## config.mk

```make
export PLATFORM = sky130hd
export DESIGN_NAME = ddr2_pwrup_seq
export DESIGN_NICKNAME = d
export VERILOG_FILES = /design/src/rtl/ddr2_init_pkg.sv /design/src/rtl/ddr2_bank_pos.sv /design/src/rtl/ddr2_gap_timer.sv /design/src/rtl/ddr2_us_wait.sv /design/src/rtl/ddr2_init_fsm.sv /design/src/rtl/ddr2_pwrup_seq.sv
export SDC_FILE = /design/constraint.sdc
export NUM_CORES = 1
export LEC_CHECK = 0
export BUFFER_PORTS_ARGS = -buffer_cell sky130_fd_sc_hd__buf_2
export CAP_MARGIN = 10
export CORE_ASPECT_RATIO = 1.1
export CORE_MARGIN = 5
export CORE_UTILIZATION = 46
export CTS_CLUSTER_SIZE = 28
export DETAILED_ROUTE_END_ITERATION = 8
export MAX_ROUTING_LAYER = met4
export PLACE_DENSITY = 0.86
export SETUP_SLACK_MARGIN = 0.15
export SLEW_MARGIN = 40
export SYNTH_ARGS = -nofsm -noshare
export SYNTH_HDL_FRONTEND = slang
export SYNTH_SLANG_ARGS = --single-unit
```

## constraint.sdc

```tcl
create_clock -name clk -period 5.8 [get_ports clk]
set_clock_uncertainty 0.1 [all_clocks]
set_input_delay 1.16 -clock clk [delete_from_list [all_inputs] [get_ports clk]]
set_output_delay 1.16 -clock clk [all_outputs]
set_load 0.05 [all_outputs]
```

## src/rtl/ddr2_init_pkg.sv

```systemverilog
package ddr2_init_pkg;

    typedef enum logic [2:0] {
        CMD_NOP      = 3'd0,
        CMD_PREA     = 3'd1,
        CMD_LMR      = 3'd2,
        CMD_EMR      = 3'd3,
        CMD_REF      = 3'd4,
        CMD_NORMAL   = 3'd5,
        CMD_DUMMY_WR = 3'd6
    } cmd_e;

    typedef enum logic [4:0] {
        S_IDLE,
        S_NOP1,
        S_PWR,
        S_NOP2,
        S_PREA1,
        S_EMR2,
        S_EMR3,
        S_EMR1,
        S_MRS_DLLRST,
        S_PREA2,
        S_REF1,
        S_REF2,
        S_MRS_RUN,
        S_EMR1_OCD,
        S_EMR1_EXIT,
        S_NORMAL,
        S_DUMMY,
        S_RATE,
        S_DONE,
        S_GAP
    } state_e;

    // Mode-register bit positions decoded by the memory device
    localparam int DLL_RST_BIT = 8;
    localparam int DLL_OFF_BIT = 0;
    localparam int OCD_LSB     = 7;
    localparam int OCD_W       = 3;
    localparam logic [OCD_W-1:0] OCD_DEFAULT = 3'b111;
    localparam logic [OCD_W-1:0] OCD_EXIT    = 3'b000;

endpackage

```

## src/rtl/ddr2_bank_pos.sv

```systemverilog
module ddr2_bank_pos #(
    parameter int ADDR_W = 32,
    parameter int COLF_W = 2,
    parameter int ROWF_W = 2
) (
    input  logic [COLF_W-1:0] cfg_cols,
    input  logic [ROWF_W-1:0] cfg_rows,
    input  logic              cfg_interleave,
    input  logic              cfg_bus16,
    input  logic [1:0]        bank,
    output logic [ADDR_W-1:0] addr
);
    localparam int OFF_W = $clog2(ADDR_W);

    logic [OFF_W-1:0] col_part;
    logic [OFF_W-1:0] row_part;
    logic [OFF_W-1:0] bus_part;
    logic [OFF_W-1:0] offset;

    always_comb begin
        col_part = OFF_W'(cfg_cols) + OFF_W'(9);
        row_part = cfg_interleave ? '0 : (OFF_W'(cfg_rows) + OFF_W'(11));
        bus_part = cfg_bus16 ? OFF_W'(1) : OFF_W'(2);
        offset   = col_part + row_part + bus_part;
        addr     = ADDR_W'(bank) << offset;
    end

endmodule

```

## src/rtl/ddr2_gap_timer.sv

```systemverilog
module ddr2_gap_timer #(
    parameter int W = 5
) (
    input  logic         clk,
    input  logic         rst_n,
    input  logic         load,
    input  logic [W-1:0] load_val,
    output logic         expired
);
    logic [W-1:0] cnt_q;

    always_ff @(posedge clk or negedge rst_n) begin
        if (!rst_n) begin
            cnt_q <= '0;
        end else if (load) begin
            cnt_q <= load_val;
        end else if (cnt_q != '0) begin
            cnt_q <= cnt_q - W'(1);
        end
    end

    assign expired = (cnt_q == '0);


    gap_reload_chk: assert property (@(posedge clk) disable iff (!rst_n)
        load |-> expired);

endmodule

```

## src/rtl/ddr2_us_wait.sv

```systemverilog
module ddr2_us_wait #(
    parameter int TARGET = 200,
    parameter int W      = 10
) (
    input  logic clk,
    input  logic rst_n,
    input  logic arm,
    input  logic run,
    input  logic tick,
    output logic reached
);
    logic [W-1:0] cnt_q;

    always_ff @(posedge clk or negedge rst_n) begin
        if (!rst_n) begin
            cnt_q <= '0;
        end else if (arm) begin
            cnt_q <= '0;
        end else if (run && tick && !reached) begin
            cnt_q <= cnt_q + W'(1);
        end
    end

    assign reached = (cnt_q == W'(TARGET));


    tick_advance_chk: assert property (@(posedge clk) disable iff (!rst_n)
        (!$past(arm) && cnt_q != $past(cnt_q)) |-> $past(run && tick));

endmodule

```

## src/rtl/ddr2_init_fsm.sv

```systemverilog
module ddr2_init_fsm
    import ddr2_init_pkg::*;
#(
    parameter int MODE_W = 13,
    parameter int GAP_W  = 5,
    parameter int T_RP   = 2,
    parameter int T_MRD  = 2,
    parameter int T_RFC  = 16
) (
    input  logic              clk,
    input  logic              rst_n,
    input  logic              start,
    input  logic              us_reached,
    input  logic              gap_zero,
    input  logic [MODE_W-1:0] mrs_val,
    input  logic [MODE_W-1:0] emr1_val,
    output logic              us_arm,
    output logic              us_run,
    output logic              gap_load,
    output logic [GAP_W-1:0]  gap_val,
    output logic              seq_valid,
    output cmd_e              seq_code,
    output logic [1:0]        seq_bank,
    output logic [MODE_W-1:0] seq_mode,
    output logic              rate_load,
    output logic              done
);
    state_e state_q, state_d;
    state_e ret_q, ret_d;

    logic [MODE_W-1:0] emr1_run, emr1_ocd, mrs_rst, mrs_run;

    // mode values derived from the base inputs
    always_comb begin
        emr1_run = emr1_val;
        emr1_run[DLL_OFF_BIT] = 1'b0;
        emr1_run[OCD_LSB +: OCD_W] = OCD_EXIT;
        emr1_ocd = emr1_run;
        emr1_ocd[OCD_LSB +: OCD_W] = OCD_DEFAULT;
        mrs_rst = mrs_val;
        mrs_rst[DLL_RST_BIT] = 1'b1;
        mrs_run = mrs_val;
        mrs_run[DLL_RST_BIT] = 1'b0;
    end

    // state register
    always_ff @(posedge clk or negedge rst_n) begin
        if (!rst_n) begin
            state_q <= S_IDLE;
            ret_q   <= S_IDLE;
        end else begin
            state_q <= state_d;
            ret_q   <= ret_d;
        end
    end

    // next state
    always_comb begin
        state_d = state_q;
        ret_d   = ret_q;
        unique case (state_q)
            S_IDLE:       if (start) state_d = S_NOP1;
            S_NOP1:       state_d = S_PWR;
            S_PWR:        if (us_reached) state_d = S_NOP2;
            S_NOP2:       begin ret_d = S_PREA1;      state_d = S_GAP; end
            S_PREA1:      begin ret_d = S_EMR2;       state_d = S_GAP; end
            S_EMR2:       begin ret_d = S_EMR3;       state_d = S_GAP; end
            S_EMR3:       begin ret_d = S_EMR1;       state_d = S_GAP; end
            S_EMR1:       begin ret_d = S_MRS_DLLRST; state_d = S_GAP; end
            S_MRS_DLLRST: begin ret_d = S_PREA2;      state_d = S_GAP; end
            S_PREA2:      begin ret_d = S_REF1;       state_d = S_GAP; end
            S_REF1:       begin ret_d = S_REF2;       state_d = S_GAP; end
            S_REF2:       begin ret_d = S_MRS_RUN;    state_d = S_GAP; end
            S_MRS_RUN:    begin ret_d = S_EMR1_OCD;   state_d = S_GAP; end
            S_EMR1_OCD:   begin ret_d = S_EMR1_EXIT;  state_d = S_GAP; end
            S_EMR1_EXIT:  begin ret_d = S_NORMAL;     state_d = S_GAP; end
            S_NORMAL:     begin ret_d = S_DUMMY;      state_d = S_GAP; end
            S_GAP:        if (gap_zero) state_d = ret_q;
            S_DUMMY:      state_d = S_RATE;
            S_RATE:       state_d = S_DONE;
            S_DONE:       state_d = S_DONE;
            default:      state_d = S_IDLE;
        endcase
    end

    // outputs
    always_comb begin
        us_arm    = 1'b0;
        us_run    = 1'b0;
        gap_load  = 1'b0;
        gap_val   = GAP_W'(T_MRD - 1);
        seq_valid = 1'b0;
        seq_code  = CMD_NOP;
        seq_bank  = 2'd0;
        seq_mode  = '0;
        rate_load = 1'b0;
        done      = 1'b0;
        unique case (state_q)
            S_IDLE, S_GAP: ;
            S_NOP1: begin
                seq_valid = 1'b1;
                us_arm    = 1'b1;
            end
            S_PWR:  us_run = 1'b1;
            S_NOP2: begin
                seq_valid = 1'b1;
                gap_load  = 1'b1;
            end
            S_PREA1, S_PREA2: begin
                seq_valid = 1'b1;
                seq_code  = CMD_PREA;
                gap_load  = 1'b1;
                gap_val   = GAP_W'(T_RP - 1);
            end
            S_EMR2: begin
                seq_valid = 1'b1;
                seq_code  = CMD_EMR;
                seq_bank  = 2'd2;
                gap_load  = 1'b1;
            end
            S_EMR3: begin
                seq_valid = 1'b1;
                seq_code  = CMD_EMR;
                seq_bank  = 2'd3;
                gap_load  = 1'b1;
            end
            S_EMR1, S_EMR1_EXIT: begin
                seq_valid = 1'b1;
                seq_code  = CMD_EMR;
                seq_bank  = 2'd1;
                seq_mode  = emr1_run;
                gap_load  = 1'b1;
            end
            S_EMR1_OCD: begin
                seq_valid = 1'b1;
                seq_code  = CMD_EMR;
                seq_bank  = 2'd1;
                seq_mode  = emr1_ocd;
                gap_load  = 1'b1;
            end
            S_MRS_DLLRST: begin
                seq_valid = 1'b1;
                seq_code  = CMD_LMR;
                seq_mode  = mrs_rst;
                gap_load  = 1'b1;
            end
            S_MRS_RUN: begin
                seq_valid = 1'b1;
                seq_code  = CMD_LMR;
                seq_mode  = mrs_run;
                gap_load  = 1'b1;
            end
            S_REF1, S_REF2: begin
                seq_valid = 1'b1;
                seq_code  = CMD_REF;
                gap_load  = 1'b1;
                gap_val   = GAP_W'(T_RFC - 1);
            end
            S_NORMAL: begin
                seq_valid = 1'b1;
                seq_code  = CMD_NORMAL;
                gap_load  = 1'b1;
            end
            S_DUMMY: begin
                seq_valid = 1'b1;
                seq_code  = CMD_DUMMY_WR;
            end
            S_RATE: rate_load = 1'b1;
            S_DONE: done = 1'b1;
            default: ;
        endcase
    end


    done_hold_chk: assert property (@(posedge clk) disable iff (!rst_n)
        done |=> done);


    second_nop_chk: assert property (@(posedge clk) disable iff (!rst_n)
        (state_q == S_NOP2) |-> $past(us_reached));

endmodule

```

## src/rtl/ddr2_pwrup_seq.sv

```systemverilog
module ddr2_pwrup_seq
    import ddr2_init_pkg::*;
#(
    parameter int ADDR_W   = 32,
    parameter int MODE_W   = 13,
    parameter int COLF_W   = 2,
    parameter int ROWF_W   = 2,
    parameter int PWR_US   = 200,
    parameter int US_CNT_W = 10,
    parameter int T_RP     = 2,
    parameter int T_MRD    = 2,
    parameter int T_RFC    = 16
) (
    input  logic              clk,
    input  logic              rst_n,
    input  logic              start,
    input  logic              us_tick,
    input  logic [COLF_W-1:0] cfg_cols,
    input  logic [ROWF_W-1:0] cfg_rows,
    input  logic              cfg_interleave,
    input  logic              cfg_bus16,
    input  logic [MODE_W-1:0] mrs_val,
    input  logic [MODE_W-1:0] emr1_val,
    input  logic              norm_valid,
    input  logic [2:0]        norm_code,
    input  logic [ADDR_W-1:0] norm_addr,
    output logic              cmd_valid,
    output logic [2:0]        cmd_code,
    output logic [ADDR_W-1:0] cmd_addr,
    output logic [MODE_W-1:0] cmd_mode,
    output logic              rate_load,
    output logic              init_done
);
    localparam int GAP_AB  = (T_RP > T_MRD) ? T_RP : T_MRD;
    localparam int MAX_GAP = (GAP_AB > T_RFC) ? GAP_AB : T_RFC;
    localparam int GAP_W   = $clog2(MAX_GAP + 1);

    logic              us_arm, us_run, us_reached;
    logic              gap_load, gap_zero;
    logic [GAP_W-1:0]  gap_val;
    logic              seq_valid;
    cmd_e              seq_code;
    logic [1:0]        seq_bank;
    logic [MODE_W-1:0] seq_mode;
    logic [ADDR_W-1:0] seq_addr;

    ddr2_init_fsm #(
        .MODE_W (MODE_W),
        .GAP_W  (GAP_W),
        .T_RP   (T_RP),
        .T_MRD  (T_MRD),
        .T_RFC  (T_RFC)
    ) fsm_i (
        .clk        (clk),
        .rst_n      (rst_n),
        .start      (start),
        .us_reached (us_reached),
        .gap_zero   (gap_zero),
        .mrs_val    (mrs_val),
        .emr1_val   (emr1_val),
        .us_arm     (us_arm),
        .us_run     (us_run),
        .gap_load   (gap_load),
        .gap_val    (gap_val),
        .seq_valid  (seq_valid),
        .seq_code   (seq_code),
        .seq_bank   (seq_bank),
        .seq_mode   (seq_mode),
        .rate_load  (rate_load),
        .done       (init_done)
    );

    ddr2_us_wait #(
        .TARGET (PWR_US),
        .W      (US_CNT_W)
    ) us_wait_i (
        .clk     (clk),
        .rst_n   (rst_n),
        .arm     (us_arm),
        .run     (us_run),
        .tick    (us_tick),
        .reached (us_reached)
    );

    ddr2_gap_timer #(
        .W (GAP_W)
    ) gap_i (
        .clk      (clk),
        .rst_n    (rst_n),
        .load     (gap_load),
        .load_val (gap_val),
        .expired  (gap_zero)
    );

    ddr2_bank_pos #(
        .ADDR_W (ADDR_W),
        .COLF_W (COLF_W),
        .ROWF_W (ROWF_W)
    ) bank_i (
        .cfg_cols       (cfg_cols),
        .cfg_rows       (cfg_rows),
        .cfg_interleave (cfg_interleave),
        .cfg_bus16      (cfg_bus16),
        .bank           (seq_bank),
        .addr           (seq_addr)
    );

    // hand-over between sequencer and normal path
    always_comb begin
        if (init_done) begin
            cmd_valid = norm_valid;
            cmd_code  = norm_code;
            cmd_addr  = norm_addr;
            cmd_mode  = '0;
        end else begin
            cmd_valid = seq_valid;
            cmd_code  = 3'(seq_code);
            cmd_addr  = seq_addr;
            cmd_mode  = seq_mode;
        end
    end


    idle_zero_chk: assert property (@(posedge clk) disable iff (!rst_n)
        (!init_done && !cmd_valid) |-> (cmd_code == 3'(CMD_NOP) && cmd_addr == '0 && cmd_mode == '0));


    spaced_issue_chk: assert property (@(posedge clk) disable iff (!rst_n)
        (!init_done && cmd_valid) |=> !cmd_valid);


    rate_then_done_chk: assert property (@(posedge clk) disable iff (!rst_n)
        rate_load |=> (init_done && !rate_load));

endmodule

```

==> results of run 1 <==
-- placed cells by master (no fill, tap or decap), drive strengths merged, types with 3 or more instances in the layout --
cell type	synthesis	final
nand3	4	4
and3	5	5
nor2	38	38
xnor2	7	7
nor3	8	8
clkbuf	10	3
nand2b	5	5
and2	10	10
o21ai	17	17
xor2	13	13
or2	4	4
ha	9	9
nand4	6	6
a21oi	14	14
mux2i	4	4
nand2	22	22
a22o	28	28
dfrtp	25	25
inv	17	17
nand3b	3	3
a32o	7	7
buf	5	118
nor2b	3	3
-- registers in the layout, indices dropped and copies added (netlist names) --
signal           cells
fsm_i.state_q        5
fsm_i.ret_q          5
us_wait_i.cnt_q     10
gap_i.cnt_q          5
-- final cells by class --
type	instances	area, um2
inverter	17	63.8
fill	454	1970
sequential	25	626
clock inverter	1	7.51
multi-input combinational	236	1620
tap	58	72.6
timing repair buffer	118	593
clock buffer	3	41.3
-- cells by family (layout without fill, tap and decap cells) --
| kind of cell | Yosys count | after routing | share of synthesized area [%] |
|---|---|---|---|
| xor gates and xnor gates | 20 | 20 | 7.40 |
| and+or+nand+nor | 118 | 118 | 27.1 |
| AOI/OAI and AO/OA | 83 | 83 | 25.6 |
| adders and majority gates | 11 | 11 | 6.45 |
| muxes | 4 | 4 | 1.69 |
| DFF | 25 | 25 | 26.4 |
| buffers and inverters | 32 | 139 | 5.29 |
-- power by group through the flow --
| stage | clock (mW) | combinational (mW) | sequential [mW] |
|---|---|---|---|
| after CTS | 0.108 | 0.950 | 0.316 |
| after detailed placement | 0 | 0.947 | 0.319 |
| after global placement | 0 | 0.930 | 0.312 |
| after floorplan | 0 | 0.802 | 0.266 |
| final | 0.105 | 0.946 | 0.319 |
| after global routing | 0.114 | 1.03 | 0.329 |
-- worst max-delay path by stage --
stage / end / slack [ns] / depth (start not counted)
final: cmd_addr[10] / 0.44 / 12
after global placement: cmd_addr[10] / 0.49 / 12
after floorplan: cmd_addr[8] / 0.21 / 10
after CTS: cmd_addr[10] / 0.43 / 12
after detailed placement: cmd_addr[10] / 0.42 / 12
after global routing: cmd_addr[10] / 0.23 / 12
-- per-layer routing --
metal	up-vias	routed length, um
met2	92	3710
met3	6	508
met4	0	70
met1	1198	2480
li1	1270	-
met5	-	0
-- stage by stage --
step / power [mW] / setup slack (ns) / hold WS, ns / utilization [%] / cells
after global routing: 1.47 / 0.230 / 0.433 / 60.5 / 458
after floorplan: 1.07 / 0.209 / 0.346 / - / 293
final: 1.37 / 0.435 / 0.404 / 60.5 / 458
after CTS: 1.37 / 0.432 / 0.407 / 60.4 / 458
after global placement: 1.24 / 0.488 / 0.361 / 59.4 / 454
after detailed placement: 1.27 / 0.418 / 0.382 / 59.4 / 454
-- worst register-to-register path, cell delays in order (launching register included) --
cell     delay, ns
dfrtp_1       0.68
or4b_4        0.72
nor4_4        0.39
nand3_1       0.18
xor2_1        0.17
nor2_1        0.06
==> flow_metrics.env, run 1 <==
export IMPL_grt_pass1_vias=2456
export IMPL_clockPowerShare_pct=7.7
export IMPL_combPwrFrac_pct=69.0
export IMPL_p_seq_share_pct=23.3
export IMPL_min_period_ns=5.36
export IMPL_worstSkewPairLatency_ns=0.27
export IMPL_wire_per_inst_um=14.8
export IMPL_outcome="completed"
export IMPL_antenna_found_initial=0
export IMPL_power_density_nw_per_um2=453
export IMPL_cp_top_family="adder cells"
export IMPL_grt_pass1_wl_um=10900
export IMPL_drtIter0Drc=115
export IMPL_power_leakage_nw=1.59
export IMPL_numCtsBuffers=3
export IMPL_die_y_um=85.2
export IMPL_fin_nets=484
export IMPL_synth_area_leaders="dfrtp_1, a22o_1, nor2_1"
export IMPL_max_freq_ghz=0.186
export IMPL_ctsResizeCount=0
export IMPL_synthTopCellsByCount="nor2_1, a22o_1, dfrtp_1"
export IMPL_dp_hpwl_um=5420
export IMPL_via_count=2566
export IMPL_slew_viol_final=0
export IMPL_syn_nets=376
export IMPL_cts_tree="done"
export IMPL_slew_headroom_pct=49.5
export IMPL_fin_tns_setup_ns=0
export IMPL_whs_endpoint="fsm_i.ret_q[4]"
export IMPL_switching_power_uw=805
export IMPL_crit_chain="buf_2, inv_1, ha_1, nor2_1, fa_1, ha_1, a21o_1, a21oi_1, xor2_1, nor2_1, a32o_1, buf_2"
export IMPL_min_from="fsm_i.ret_q[4]"
export IMPL_drive_gt1_share_pct=34.0
export IMPL_grt_most_used_layer="met2"
export IMPL_grt_overflow=0
export IMPL_htreeDepth=1
export IMPL_required_ns=4.54
export IMPL_grt_usage_pct=19.9
export IMPL_yosysTopAreaCell="dfrtp_1"
export IMPL_root_buffer="clkbuf_8"
export IMPL_p_int_uw=566
export IMPL_synthesis_instances=293
export IMPL_fp_dieArea_um2=6680
export IMPL_clockBufferDepth=2
export IMPL_drtPass1Iterations=4
export IMPL_fin_area_um2=3030
export IMPL_reg2reg_from="fsm_i.state_q[0]"
export IMPL_syn_to_final_growth_pct=27.9
export IMPL_viasPerCell=5.60
export IMPL_num_io_pins=123
export IMPL_async_reset_ff_share_pct=100
export IMPL_cts_sinks=25
export IMPL_rrSetupSlack_ns=3.39
export IMPL_cts_hold_buffers=0
export IMPL_synth_edff_count=0
export IMPL_finalCritPeriodShare_pct=92.5
export IMPL_antenna_cells=0
export IMPL_min_path_cells=1
export IMPL_finalWeightedCongestion=0.897
export IMPL_cts_setup_buffers=0
export IMPL_num_rows=27
export IMPL_yosysMostFrequentCell="nor2_1"
export IMPL_cp_end_kind="output port"
export IMPL_ys_seq_area_share_pct=26.4
export IMPL_grtUsageMet3_pct=3.50
export IMPL_yosys_most_used_dff="dfrtp_1"
export IMPL_hold_viol_final=0
export IMPL_synth_area_um2=2370
export IMPL_startpoint="cfg_rows[0]"
export IMPL_place_area_um2=2970
export IMPL_irDropWorstVdd_v=0.000241
export IMPL_die_w_um=78.4
export IMPL_wirelength_um=6770
export IMPL_max_stage_delay_ns=0.48
export IMPL_use_met1_pct=20.1
export IMPL_core_area_um2=5000
export IMPL_port_buffers=117
export IMPL_swShare_pct=58.7
export IMPL_worst_setup_path_start_kind="input pin"
export IMPL_timing_rr_end="us_wait_i.cnt_q[8]"
export IMPL_grt_use_met2_pct=38.8
export IMPL_cap_violations=0
export IMPL_worstMarginPinSlew_ns=0.758
export IMPL_critical_path_arrival_ns=4.10
export IMPL_min_path_type="flop to flop"
export IMPL_crit_fanout=7
export IMPL_rsz0062_at_grt="no"
export IMPL_worstSetupPathType="input pin to output port"
export IMPL_setup_viol=0
export IMPL_drcViolationCount=0
export IMPL_synthDistinctLibCells=51
export IMPL_yosysTopAreaCellShare_pct=26.4
export IMPL_clk_pin_slew_worst_paths_ns=0.09
export IMPL_start_util_pct=47.3
export IMPL_reg2reg_depth=5
export IMPL_grt_max_degree=35
export IMPL_ys_ff_latch=25
export IMPL_postSynthAreaPerCell_um2=8.08
export IMPL_slowest_stage="xor2_1"
export IMPL_ant_nets=0
export IMPL_synth_warnings=0
export IMPL_crit_buf_inv=3
Note: power is estimated with default switching activity, not from simulation.
==> inputs of run 2 (changes only) <==
--- a/config.mk
+++ b/config.mk
@@ -8,7 +8,7 @@
 export BUFFER_PORTS_ARGS = -buffer_cell sky130_fd_sc_hd__buf_2
 export CAP_MARGIN = 10
 export CORE_ASPECT_RATIO = 1.1
-export CORE_MARGIN = 5
+export CORE_MARGIN = 2
 export CORE_UTILIZATION = 46
 export CTS_CLUSTER_SIZE = 28
 export DETAILED_ROUTE_END_ITERATION = 8
==> run 2 against run 1 <==
  * Die area down 14%
  * Via count up 2.3%
  * Cell count unchanged
  * Sequential share of layout area about the same
  * Count of clock-buffer cells in the layout up 1
  * Setup slack better by 0.053 ns
  * Clock power about the same
  * Critical path depth unchanged
  * Final area down 0.12%
  * Flip-flop and latch count unchanged
  * Maximum frequency up 1.0%
  * Combinational power about the same
  * Critical path type unchanged
  * Critical endpoint unchanged
  * Highest routed layer unchanged
==> flow_metrics.env, run 2 (synthesis results as in run 1) <==
export IMPL_outcome="completed"
export IMPL_root_buffer="clkbuf_8"
export IMPL_core_area_um2=5000
export IMPL_dp_hpwl_um=5130
export IMPL_num_io_pins=123
export IMPL_start_util_pct=47.3
export IMPL_ctsResizeCount=0
export IMPL_final_cell_mix="buf_2, nor2_1, a22o_1"
export IMPL_rrSetupSlack_ns=3.42
export IMPL_cts_setup_buffers=0
export IMPL_drtPass1Iterations=4
export IMPL_drcViolationCount=0
export IMPL_slew_viol_final=0
export IMPL_min_path_type="flop to flop"
export IMPL_rsz0062_at_grt="no"
export IMPL_fin_tns_setup_ns=0
export IMPL_cap_violations=0
export IMPL_grt_overflow=0
export IMPL_cp_top_family="adder cells"
export IMPL_numCtsBuffers=3
export IMPL_wire_per_inst_um=14.3
export IMPL_met3_length_um=400
export IMPL_syn_to_final_growth_pct=27.7
export IMPL_die_w_um=72.4
export IMPL_slowest_stage="xor2_1"
export IMPL_total_power_mw=1.37
export IMPL_cp_end_kind="output port"
export IMPL_crit_chain="buf_2, inv_1, ha_1, nor2_1, fa_1, ha_1, a21o_1, a21oi_1, xor2_1, nor2_1, a32o_1, buf_2"
export IMPL_hold_viol_final=0
export IMPL_power_density_nw_per_um2=453
export IMPL_grt_max_degree=35
export IMPL_antenna_found_initial=0
export IMPL_cts_tree="done"
export IMPL_highest_layer="met4"
export IMPL_grt_pass1_wl_um=10400
export IMPL_seqCellArea_um2=626
export IMPL_cts_sinks=25
export IMPL_wirelength_um=6550
export IMPL_drive_gt1_share_pct=33.8
export IMPL_die_y_um=79.2
export IMPL_min_period_ns=5.31
export IMPL_crit_buf_inv=3
export IMPL_antenna_cells=0
export IMPL_layout_commonest_cell="buf_2"
export IMPL_worst_setup_path_start_kind="input pin"
export IMPL_regMostFlops="us_wait_i.cnt_q"
export IMPL_via_count=2626
export IMPL_largest_register_ff_count=10
export IMPL_max_stage_delay_ns=0.47
export IMPL_numPlacedInstances=454
export IMPL_grt_pass1_vias=2399
export IMPL_utilization_pct=60.4
export IMPL_fp_dieArea_um2=5730
export IMPL_viasPerCell=5.73
export IMPL_irDropWorstVdd_v=0.000295
export IMPL_fin_cells=458
export IMPL_clk_pin_slew_worst_paths_ns=0.09
export IMPL_required_ns=4.54
export IMPL_wl_met1_um=2450
export IMPL_worstSkewPairLatency_ns=0.27
export IMPL_power_leakage_nw=1.59
export IMPL_num_rows=27
export IMPL_worstMarginPinSlew_ns=0.726
export IMPL_setup_viol=0
export IMPL_slew_headroom_pct=51.6
export IMPL_ant_nets=0
export IMPL_finalCritPeriodShare_pct=91.6
export IMPL_drtIter0Drc=101
export IMPL_max_freq_ghz=0.188
export IMPL_clockBufferDepth=2
export IMPL_grt_usage_pct=22.8
export IMPL_crit_fanout=7
export IMPL_worstSetupPathType="input pin to output port"
export IMPL_fin_nets=484
export IMPL_htreeDepth=1
export IMPL_wl_met2_um=3630
export IMPL_cts_hold_buffers=0
export IMPL_fillerInstances=445
export IMPL_multiInputGateArea_um2=1620
export IMPL_port_buffers=117
export IMPL_critical_path_arrival_ns=4.05
export IMPL_finalWeightedCongestion=0.835
## run 2: changes by cell type in the layout (fill, tap and decap cells not counted)
| cell | change |
|---|---|
| clkbuf_1 | +1 |
| clkinvlp_4 | -1 |
## run 2: per-stage QoR
stage | setup slack (ns) | hold slack, ns | cell area [um2]
2_1_floorplan | 0.209 | 0.346 | 2370
3_3_place_gp | 0.484 | 0.358 | 2970
3_5_place_dp | 0.471 | 0.369 | 2980
4_1_cts | 0.475 | 0.389 | 3020
5_1_grt | 0.221 | 0.409 | 3020
6_report | 0.488 | 0.378 | 3020
## run 2: cell type report
type,instances,share of cell area [%]
Multi-Input combinational cell,236,53.7
Inverter,17,2.11
Tap cell,58,2.40
Clock buffer,4,1.49
Timing Repair Buffer,118,19.6
Sequential cell,25,20.7
## run 2: per-layer routing
layer | vias up | track usage, %
li1 | 1272 | -
met3 | 8 | 2.79
met5 | - | -
met4 | 0 | 4.44
met1 | 1243 | 24.2
met2 | 103 | 44.9
## run 2: final timing paths
| check | start | end | cells after the start |
|---|---|---|---|
| max | cfg_rows[0] | cmd_addr[10] | 12 |
| min reg2reg | fsm_i.ret_q[3] | fsm_i.state_q[3] | 1 |
| min | fsm_i.ret_q[3] | fsm_i.state_q[3] | 1 |
| max in group asynchronous | rst_n | us_wait_i.cnt_q[2] | 1 |
| max reg2reg | fsm_i.state_q[0] | us_wait_i.cnt_q[5] | 5 |
| min in group asynchronous | rst_n | gap_i.cnt_q[3] | 1 |
## run 2: worst reg2reg max path: cells and delay by family (launching register included)
| kind | cells | cell delay, ns |
|---|---|---|
| xor gates and xnor gates | 1 | 0.19 |
| DFF | 1 | 0.66 |
| and+or+nand+nor | 4 | 1.32 |
## run 2: power breakdown
group | internal (mW) | switching [mW] | leakage, nW
combinational | 0.292 | 0.657 | 1.25
sequential | 0.225 | 0.0907 | 0.318
clock | 0.0493 | 0.0567 | 0.0228
total | 0.566 | 0.805 | 1.59
==> inputs of run 3 (changes only) <==
--- a/config.mk
+++ b/config.mk
@@ -5,7 +5,7 @@
 export SDC_FILE = /design/constraint.sdc
 export NUM_CORES = 1
 export LEC_CHECK = 0
-export BUFFER_PORTS_ARGS = -buffer_cell sky130_fd_sc_hd__buf_2
+export BUFFER_PORTS_ARGS = -buffer_cell sky130_fd_sc_hd__clkbuf_2
 export CAP_MARGIN = 10
 export CORE_ASPECT_RATIO = 1.1
 export CORE_MARGIN = 2
@@ -14,6 +14,7 @@
 export DETAILED_ROUTE_END_ITERATION = 8
 export MAX_ROUTING_LAYER = met4
 export PLACE_DENSITY = 0.86
+export RECOVER_POWER = 50
 export SETUP_SLACK_MARGIN = 0.15
 export SLEW_MARGIN = 40
 export SYNTH_ARGS = -nofsm -noshare
==> run 3 against run 2 <==
  * Hold slack improved by 0.0086 ns
  * First-iteration DRC count increased by 29%
  * Global-route usage increased by 0.42 points
  * Total power decreased by 0.56%
  * Register-to-register slack got worse by 0.39 ns
  * Critical path depth unchanged
  * Maximum frequency decreased by 1.8%
  * Setup slack got worse by 0.10 ns
  * Sequential share of layout area increased by 0.17 points
  * Die area unchanged
==> flow_metrics.env, run 3 (synthesis results as in run 1) <==
export IMPL_outcome="completed"
export IMPL_num_rows=27
export IMPL_start_util_pct=47.3
export IMPL_syn_to_final_growth_pct=26.7
export IMPL_critical_path_arrival_ns=4.15
export IMPL_power_leakage_nw=1.55
export IMPL_root_buffer="clkbuf_8"
export IMPL_wire_per_inst_um=14.4
export IMPL_numPlacedInstances=454
export IMPL_cp_end_kind="output port"
export IMPL_power_density_nw_per_um2=455
export IMPL_multiInputGateArea_um2=1590
export IMPL_hold_viol_final=0
export IMPL_max_freq_ghz=0.185
export IMPL_final_cell_mix="clkbuf_2, nor2_1, a22o_1"
export IMPL_layout_commonest_cell="clkbuf_2"
export IMPL_irDropWorstVdd_v=0.000257
export IMPL_min_from="fsm_i.ret_q[3]"
export IMPL_grt_overflow=0
export IMPL_cts_hold_buffers=0
export IMPL_fin_nets=484
export IMPL_antenna_cells=0
export IMPL_drcViolationCount=0
export IMPL_worstSetupPathType="input pin to output port"
export IMPL_met3_length_um=385
export IMPL_antenna_found_initial=0
export IMPL_crit_chain="clkbuf_2, inv_1, ha_1, nor2_1, fa_1, ha_1, a21o_1, a21oi_1, xor2_1, nor2_1, a32o_1, clkbuf_2"
export IMPL_slowest_stage="xor2_1"
export IMPL_largest_register_ff_count=10
export IMPL_ctsResizeCount=0
export IMPL_clockBufferDepth=2
export IMPL_min_period_ns=5.41
export IMPL_grt_pass1_wl_um=10600
export IMPL_dp_hpwl_um=5220
export IMPL_cts_setup_buffers=0
export IMPL_seqCellArea_um2=626
export IMPL_port_buffers=117
export IMPL_drtIter0Drc=130
export IMPL_setup_viol=0
export IMPL_num_io_pins=123
export IMPL_numCtsBuffers=3
export IMPL_min_path_type="flop to flop"
export IMPL_startpoint="cfg_rows[0]"
export IMPL_crit_fanout=7
export IMPL_drtPass1Iterations=4
export IMPL_cap_violations=0
export IMPL_drive_gt1_share_pct=32.5
export IMPL_wl_met2_um=3690
export IMPL_worstSkewPairLatency_ns=0.28
export IMPL_reg2reg_from="fsm_i.state_q[0]"
export IMPL_worstMarginPinSlew_ns=1.32
export IMPL_finalCritPeriodShare_pct=93.3
export IMPL_wirelength_um=6580
export IMPL_clk_pin_slew_worst_paths_ns=0.09
export IMPL_worst_setup_path_start_kind="input pin"
export IMPL_via_count=2606
export IMPL_crit_buf_inv=3
export IMPL_core_area_um2=5000
export IMPL_cts_sinks=25
export IMPL_die_w_um=72.4
export IMPL_ant_nets=0
export IMPL_fp_dieArea_um2=5730
export IMPL_rsz0062_at_grt="no"
export IMPL_regMostFlops="us_wait_i.cnt_q"
export IMPL_highest_layer="met4"
export IMPL_htreeDepth=1
export IMPL_cp_top_family="adder cells"
export IMPL_fin_cells=458
export IMPL_grt_usage_pct=23.2
export IMPL_cts_tree="done"
export IMPL_slew_headroom_pct=11.7
export IMPL_required_ns=4.54
export IMPL_die_y_um=79.2
export IMPL_grt_max_degree=35
export IMPL_grt_pass1_vias=2490
export IMPL_viasPerCell=5.69
export IMPL_fillerInstances=460
export IMPL_slew_viol_final=0
export IMPL_fin_tns_setup_ns=0
export IMPL_wl_met1_um=2400
export IMPL_max_stage_delay_ns=0.48
export IMPL_finalWeightedCongestion=0.858
-- run 3: cell count changes in the layout (fill, tap and decap cells not counted), moves of 3 or more --
cell / change
and2_0: +3
and2_1: -3
buf_2: -117
clkbuf_2: +116
-- run 3: final timing paths --
check / slack, ns / cells past startpoint / endpoint
worst max register to register: 3.03 / 5 / us_wait_i.cnt_q[8]
min in group asynchronous: 1.06 / 1 / gap_i.cnt_q[4]
max in group asynchronous: 3.76 / 1 / us_wait_i.cnt_q[2]
worst min-delay path: 0.39 / 1 / fsm_i.state_q[3]
worst max-delay path: 0.39 / 12 / cmd_addr[10]
worst min register to register: 0.39 / 1 / fsm_i.state_q[3]
-- run 3: power breakdown --
part	internal [mW]	leakage, nW	switching [mW]	total (mW)
Combinational	0.284	1.21	0.661	0.944
Clock	0.0488	0.0217	0.0581	0.107
Sequential	0.225	0.318	0.0867	0.311
Total	0.557	1.55	0.806	1.36
-- run 3: layer usage --
layer / track usage (%) / vias up
li1: - / 1269
met3: 2.66 / 13
met2: 45.6 / 105
met5: - / -
met4: 6.11 / 0
met1: 24.1 / 1219
-- run 3: layout make-up --
class                      count  area share [%]
clock buffer                   3            1.38
clock inverter                 1           0.251
inverter                      17            2.13
multi-input combinational    236            53.2
sequential                    25            20.9
tap                           58            2.42
timing repair buffer         118            19.7
-- run 3: through the flow --
stage / total power [mW] / worst slack (ns) / hold slack, ns / util, % / cell area [um2]
after global placement: 1.24 / 0.456 / 0.359 / 59.4 / 2970
after global routing: 1.47 / 0.186 / 0.436 / 59.9 / 3000
after floorplan: 1.07 / 0.209 / 0.346 / - / 2370
after detailed placement: 1.27 / 0.411 / 0.360 / 59.4 / 2970
final: 1.36 / 0.388 / 0.387 / 59.9 / 3000
after CTS: 1.37 / 0.417 / 0.381 / 60.4 / 3020
